==> config.mk <==
export PLATFORM = sky130hd
export DESIGN_NAME = uart_rx_buffer
export DESIGN_NICKNAME = d
export VERILOG_FILES = /design/src/rtl/uart_rxbuf_pkg.sv /design/src/rtl/uart_rxbuf_dp.sv /design/src/rtl/uart_rxbuf_ctrl.sv /design/src/rtl/uart_rx_buffer.sv
export SDC_FILE = /design/constraint.sdc
export NUM_CORES = 1
export LEC_CHECK = 0
export BUFFER_PORTS_ARGS = -buffer_cell sky130_fd_sc_hd__buf_2
export CELL_PAD_IN_SITES_DETAIL_PLACEMENT = 0
export CELL_PAD_IN_SITES_GLOBAL_PLACEMENT = 1
export CORE_ASPECT_RATIO = 1.2
export CORE_UTILIZATION = 43
export DETAILED_ROUTE_END_ITERATION = 8
export PLACE_DENSITY_LB_ADDON = 0.2
export SYNTH_ARGS = -nofsm -noshare
export SYNTH_HDL_FRONTEND = slang
export SYNTH_SLANG_ARGS = --single-unit
export TNS_END_PERCENT = 5
==> constraint.sdc <==
create_clock -name clk -period 4.7 [get_ports clk]
set_input_delay 1.175 -clock clk [delete_from_list [all_inputs] [get_ports clk]]
set_output_delay 1.175 -clock clk [all_outputs]
set_load 0.1 [all_outputs]
==> src/rtl/uart_rxbuf_pkg.sv <==
package uart_rxbuf_pkg;
  // Strobes from control to datapath, valid for one cycle
  typedef struct packed {
    logic       push;
    logic       pop;
    logic       flush;
    logic       holdLoad;
    logic [7:0] inByte;
  } rxStb_t;
endpackage

==> src/rtl/uart_rxbuf_dp.sv <==
module uart_rxbuf_dp
  import uart_rxbuf_pkg::*;
#(
  parameter int DEPTH = 16,
  parameter int CNT_W = $clog2(DEPTH + 1)
) (
  input  logic             clk,
  input  logic             rstN,
  input  rxStb_t           stb,
  output logic [CNT_W-1:0] count,
  output logic             full,
  output logic             empty,
  output logic [7:0]       headByte,
  output logic [7:0]       holdByte
);
  localparam int PTR_W = (DEPTH > 1) ? $clog2(DEPTH) : 1;
  localparam bit POW2  = (DEPTH == (1 << PTR_W));

  logic [7:0]       mem [DEPTH];
  logic [PTR_W-1:0] wrPtr, rdPtr, wrPtrNxt, rdPtrNxt;

  generate
    if (POW2) begin : g_wrapNatural
      assign wrPtrNxt = wrPtr + 1'b1;
      assign rdPtrNxt = rdPtr + 1'b1;
    end else begin : g_wrapCompare
      assign wrPtrNxt = (wrPtr == PTR_W'(DEPTH - 1)) ? '0 : wrPtr + 1'b1;
      assign rdPtrNxt = (rdPtr == PTR_W'(DEPTH - 1)) ? '0 : rdPtr + 1'b1;
    end
  endgenerate

  always_ff @(posedge clk) begin
    if (stb.push) mem[wrPtr] <= stb.inByte;
  end

  always_ff @(posedge clk or negedge rstN) begin
    if (!rstN) begin
      wrPtr <= '0;
      rdPtr <= '0;
      count <= '0;
    end else if (stb.flush) begin
      wrPtr <= '0;
      rdPtr <= '0;
      count <= '0;
    end else begin
      if (stb.push) wrPtr <= wrPtrNxt;
      if (stb.pop)  rdPtr <= rdPtrNxt;
      case ({stb.push, stb.pop})
        2'b10:   count <= count + 1'b1;
        2'b01:   count <= count - 1'b1;
        default: count <= count;
      endcase
    end
  end

  always_ff @(posedge clk or negedge rstN) begin
    if (!rstN)             holdByte <= 8'h00;
    else if (stb.holdLoad) holdByte <= stb.inByte;
  end

  assign full     = (count == CNT_W'(DEPTH));
  assign empty    = (count == '0);
  assign headByte = mem[rdPtr];
endmodule

==> src/rtl/uart_rxbuf_ctrl.sv <==
module uart_rxbuf_ctrl
  import uart_rxbuf_pkg::*;
(
  input  logic       clk,
  input  logic       rstN,
  input  logic       ctrlWe,
  input  logic [1:0] ctrlWdata,
  input  logic       wrValid,
  input  logic [7:0] wrData,
  input  logic       wrParityErr,
  input  logic       wrFrameErr,
  input  logic       breakIn,
  input  logic       rdStb,
  input  logic       errRd,
  input  logic       errAck,
  input  logic       full,
  input  logic       empty,
  output rxStb_t     stb,
  output logic       fifoEn,
  output logic       dataReady,
  output logic [3:0] errWord,
  output logic       errIrq
);
  logic holdReady;
  logic flush, inValid, popOk, overrunEv, underEv;

  always_comb begin
    flush        = ctrlWe & ctrlWdata[1];
    inValid      = breakIn | wrValid;
    popOk        = fifoEn & rdStb & ~empty & ~flush;
    stb.flush    = flush;
    stb.pop      = popOk;
    stb.push     = fifoEn & inValid & ~flush & (~full | popOk);
    stb.holdLoad = ~fifoEn & inValid;
    stb.inByte   = breakIn ? 8'h00 : wrData;
    overrunEv    = inValid & (fifoEn ? (full & ~popOk & ~flush)
                                     : (holdReady & ~rdStb));
    underEv      = fifoEn & rdStb & empty;
  end

  always_ff @(posedge clk or negedge rstN) begin
    if (!rstN) begin
      fifoEn    <= 1'b0;
      holdReady <= 1'b0;
      errWord   <= '0;
      errIrq    <= 1'b0;
    end else begin
      if (ctrlWe) fifoEn <= ctrlWdata[0];
      if (stb.holdLoad)           holdReady <= 1'b1;
      else if (~fifoEn & rdStb)   holdReady <= 1'b0;
      errWord <= (errRd ? 4'h0 : errWord) |
                 {breakIn, wrValid & wrFrameErr, wrValid & wrParityErr, overrunEv};
      errIrq  <= (errAck ? 1'b0 : errIrq) | overrunEv | underEv;
    end
  end

  assign dataReady = fifoEn ? ~empty : holdReady;
endmodule

==> src/rtl/uart_rx_buffer.sv <==
module uart_rx_buffer
  import uart_rxbuf_pkg::*;
#(
  parameter int DEPTH = 16
) (
  input  logic       clk,
  input  logic       rstN,
  input  logic       ctrlWe,
  input  logic [1:0] ctrlWdata,
  output logic [1:0] ctrlRd,
  input  logic       wrValid,
  input  logic [7:0] wrData,
  input  logic       wrParityErr,
  input  logic       wrFrameErr,
  input  logic       breakIn,
  input  logic       rdStb,
  output logic [7:0] rdData,
  output logic       dataReady,
  output logic [9:0] statusWord,
  output logic [3:0] errWord,
  input  logic       errRd,
  input  logic       errAck,
  output logic       errIrq
);
  localparam int CNT_W = $clog2(DEPTH + 1);

  rxStb_t           stb;
  logic [CNT_W-1:0] fifoCount;
  logic             full, empty, fifoEn;
  logic [7:0]       headByte, holdByte;

  uart_rxbuf_ctrl u_ctrl (
    .clk(clk), .rstN(rstN), .ctrlWe(ctrlWe), .ctrlWdata(ctrlWdata),
    .wrValid(wrValid), .wrData(wrData), .wrParityErr(wrParityErr),
    .wrFrameErr(wrFrameErr), .breakIn(breakIn), .rdStb(rdStb),
    .errRd(errRd), .errAck(errAck), .full(full), .empty(empty),
    .stb(stb), .fifoEn(fifoEn), .dataReady(dataReady),
    .errWord(errWord), .errIrq(errIrq)
  );

  uart_rxbuf_dp #(.DEPTH(DEPTH), .CNT_W(CNT_W)) u_dp (
    .clk(clk), .rstN(rstN), .stb(stb), .count(fifoCount), .full(full),
    .empty(empty), .headByte(headByte), .holdByte(holdByte)
  );

  assign ctrlRd     = {1'b0, fifoEn};
  assign rdData     = fifoEn ? (empty ? 8'h00 : headByte) : holdByte;
  assign statusWord = {errIrq, full, full ? 8'h00 : 8'(fifoCount)};
endmodule

==> run summary <==
CP required - 3.52 ns
synth warn - 0
most frequent cells after synthesis - 128 x edfxtp_1, 32 x mux4_2, 28 x dfrtp_1
first-pass GRT wire length - 21.6 mm
root buffer cell - clkbuf_16
ANT cells - 0
# resized after CTS - 0
worst endpoint data arrival time - 2.84 ns
CTS tree - done
grt total ovfl - 0
Unique masters post-synth - 52
final slew viol count - 0
Layout area overhead - 15.5%
depth of the most critical reg-to-reg path - 8
Hold Path End - u_ctrl.errWord[0]
die area - 16200 um2
drt first-iter violations - 249
CTS Hold Buffers Added - 0
clk slew on worst S/H paths - 0.07 ns
CTS buffer count - 17
Post-synth EDFFs - 128
RSZ-0062 raised after global routing - no
crit-path max FO - 8
clock skew - 0.00624 ns
die width - 116 um
H-tree Lvls - 4
Slew @ Worst Pin - 1.24 ns
Final Hold Viols - 0
post-synth top area share - 0.569
clk sinks - 156
CP Launch Type - register
core box area - 15100 um2
Layout Utilization - 0.515
most numerous cell in the Yosys netlist - edfxtp_1
Nets - 474
initial antenna violation count - 0
number of vias per cell - 5.37
LEAKAGE - 2.79 nW
post-detailed-route wirelength per cell - 21.4 um
Worst-Skew Late Latency - 0.42 ns
post-route ant nets - 0
Max Cap Violations - 0
via count - 3558
detailed-route DRC error count - 0
async set-reset flop share out of synthesis - 0.179
Worst Hold Class - reg2reg
dpl cell area - 7210 um2
Mapped Avg Cell Area - 17.0 um2
part of the Yosys area used for sequential elements - 0.673
Worst Hold Path Cells - 1
Longest Clk Path Bufs - 2
synthesized instance count - 398
Setup Fix Bufs, Post-CTS - 0
fmax - 249 MHz
# rows - 49
Die H - 139 um
drt pass-1 iters - 4
setup TNS - 0 ns
PortBufs - 41
setup violators final - 0
I/O pin count - 46
share of layout cells above drive strength 1 - 0.314
reg2reg end - u_dp.count[4]
reg-to-reg startpoint - u_ctrl.fifoEn
Starting Density - 0.446
status - complete, no violations
hold path startpoint - u_ctrl.errWord[0]
Synth area leader - edfxtp_1
Critical Path Sink Type - primary output
Final Power - 0.00433 W
r2r setup slk - 1.55 ns
final critical-path required period - 4.02 ns
largest net degree at the start of global routing - 29
slew margin rel. - 0.171
GRT Util Overall - 0.190
PD cells - 555 nW/um2
drt total wl - 14.2 mm
top post-synthesis cells by area - edfxtp_1 57%, mux4_2 11%, dfrtp_1 10%
Peak VDD IR - 0.351 mV
crit share post-route - 0.855
Syn Std Cell Area - 6750 um2
post-route cell area - 7800 um2
GPL Wtd Cong - 0.744
Detailed Place HPWL - 9.45 mm
Setup CP Type - reg2out
Main synth FF type - edfxtp_1
number of global-route vias before repair - 3715
synthesis-stage register bit count - 156
==> critical path, stage by stage (launching register included) <==
cell and delay [ns]:
dfrtp_1 0.45, or4_1 0.75, nor2_2 0.22, or3b_1 0.42, o221ai_1 0.22, buf_2 0.34
==> where the power goes <==
| group | leakage, nW | switching [W] | internal, W | total, W |
|---|---|---|---|---|
| Combinational | 0.968 | 0.000871 | 0.000399 | 0.00127 |
| Clock | 0.294 | 0.000583 | 0.000773 | 0.00136 |
| Sequential | 1.53 | 0.000122 | 0.00158 | 0.00171 |
==> layout make-up <==
class	instances	area, um2
Clock buffer	20	489
Clock inverter	12	106
Multi-Input combinational cell	198	2020
Tap cell	204	255
Sequential cell	156	4550
Inverter	14	52.6
Timing Repair Buffer	58	333
Fill cell	1265	7340
==> cells in the final DEF (no fill, tap or decap), types with 3 or more instances in the layout <==
master / netlist / routed
clkbuf_16: 0 / 19
nor4_2: 0 / 4
a21oi_1: 3 / 3
nor2_1: 16 / 16
nor2b_1: 9 / 9
buf_4: 7 / 17
and2_1: 6 / 6
conb_1: 1 / 4
inv_1: 14 / 14
dfrtp_1: 28 / 27
inv_6: 0 / 7
nand2b_1: 12 / 12
buf_2: 11 / 41
mux2i_1: 25 / 25
ha_1: 8 / 8
nor4_1: 8 / 4
a21o_1: 3 / 3
mux2_2: 9 / 9
nand2_1: 16 / 16
mux4_2: 32 / 32
nand3_1: 5 / 5
edfxtp_1: 128 / 128
o221ai_1: 8 / 8
==> worst max-delay path by stage <==
stage                        from        end  slack (ns)  cells after the start
floorplan           u_dp.count[1]  rdData[6]        0.72                      6
global placement    u_dp.count[1]  rdData[4]        1.11                      5
detailed placement  u_dp.count[1]  rdData[4]        1.10                      5
CTS                 u_dp.count[1]  rdData[4]        0.63                      5
global route        u_dp.rdPtr[0]  rdData[2]        0.54                      5
finish              u_dp.count[1]  rdData[4]        0.68                      5
==> stage by stage <==
stage          setup slack (ns)  cells  hold slack, ns
2_1_floorplan             0.724    401           0.465
3_3_place_gp               1.11    630           0.464
3_5_place_dp               1.10    630           0.464
4_1_cts                   0.632    662           0.489
5_1_grt                   0.544    662           0.498
6_report                  0.683    662           0.486
==> per-layer routing <==
| layer | track usage | up-vias | wire length (um) |
|---|---|---|---|
| li1 | - | 1639 | - |
| met2 | 0.331 | 80 | 7600 |
| met5 | 0 | - | 0 |
| met3 | 0.0401 | 13 | 658 |
| met4 | 0.0567 | 0 | 164 |
| met1 | 0.235 | 1826 | 5760 |
==> state kept, by name, indices dropped and copies added (netlist names) <==
name              count
u_dp.rdPtr            4
u_dp.holdByte         8
u_ctrl.errWord        4
u_dp.mem            128
u_dp.count            5
u_ctrl.holdReady      1
u_ctrl.fifoEn         1
u_dp.wrPtr            4
u_ctrl.errIrq         1
==> cell families after synthesis <==
logic type,share of synthesized area
DFF,0.673
and+or+nand+nor,0.0675
muxes,0.167
buffers and inverters,0.0332
AOI/OAI and AO/OA,0.0369
adders and majority gates,0.0178
xor gates and xnor gates,0.00389
other,0.000555
Note: power is estimated with default switching activity, not from simulation.
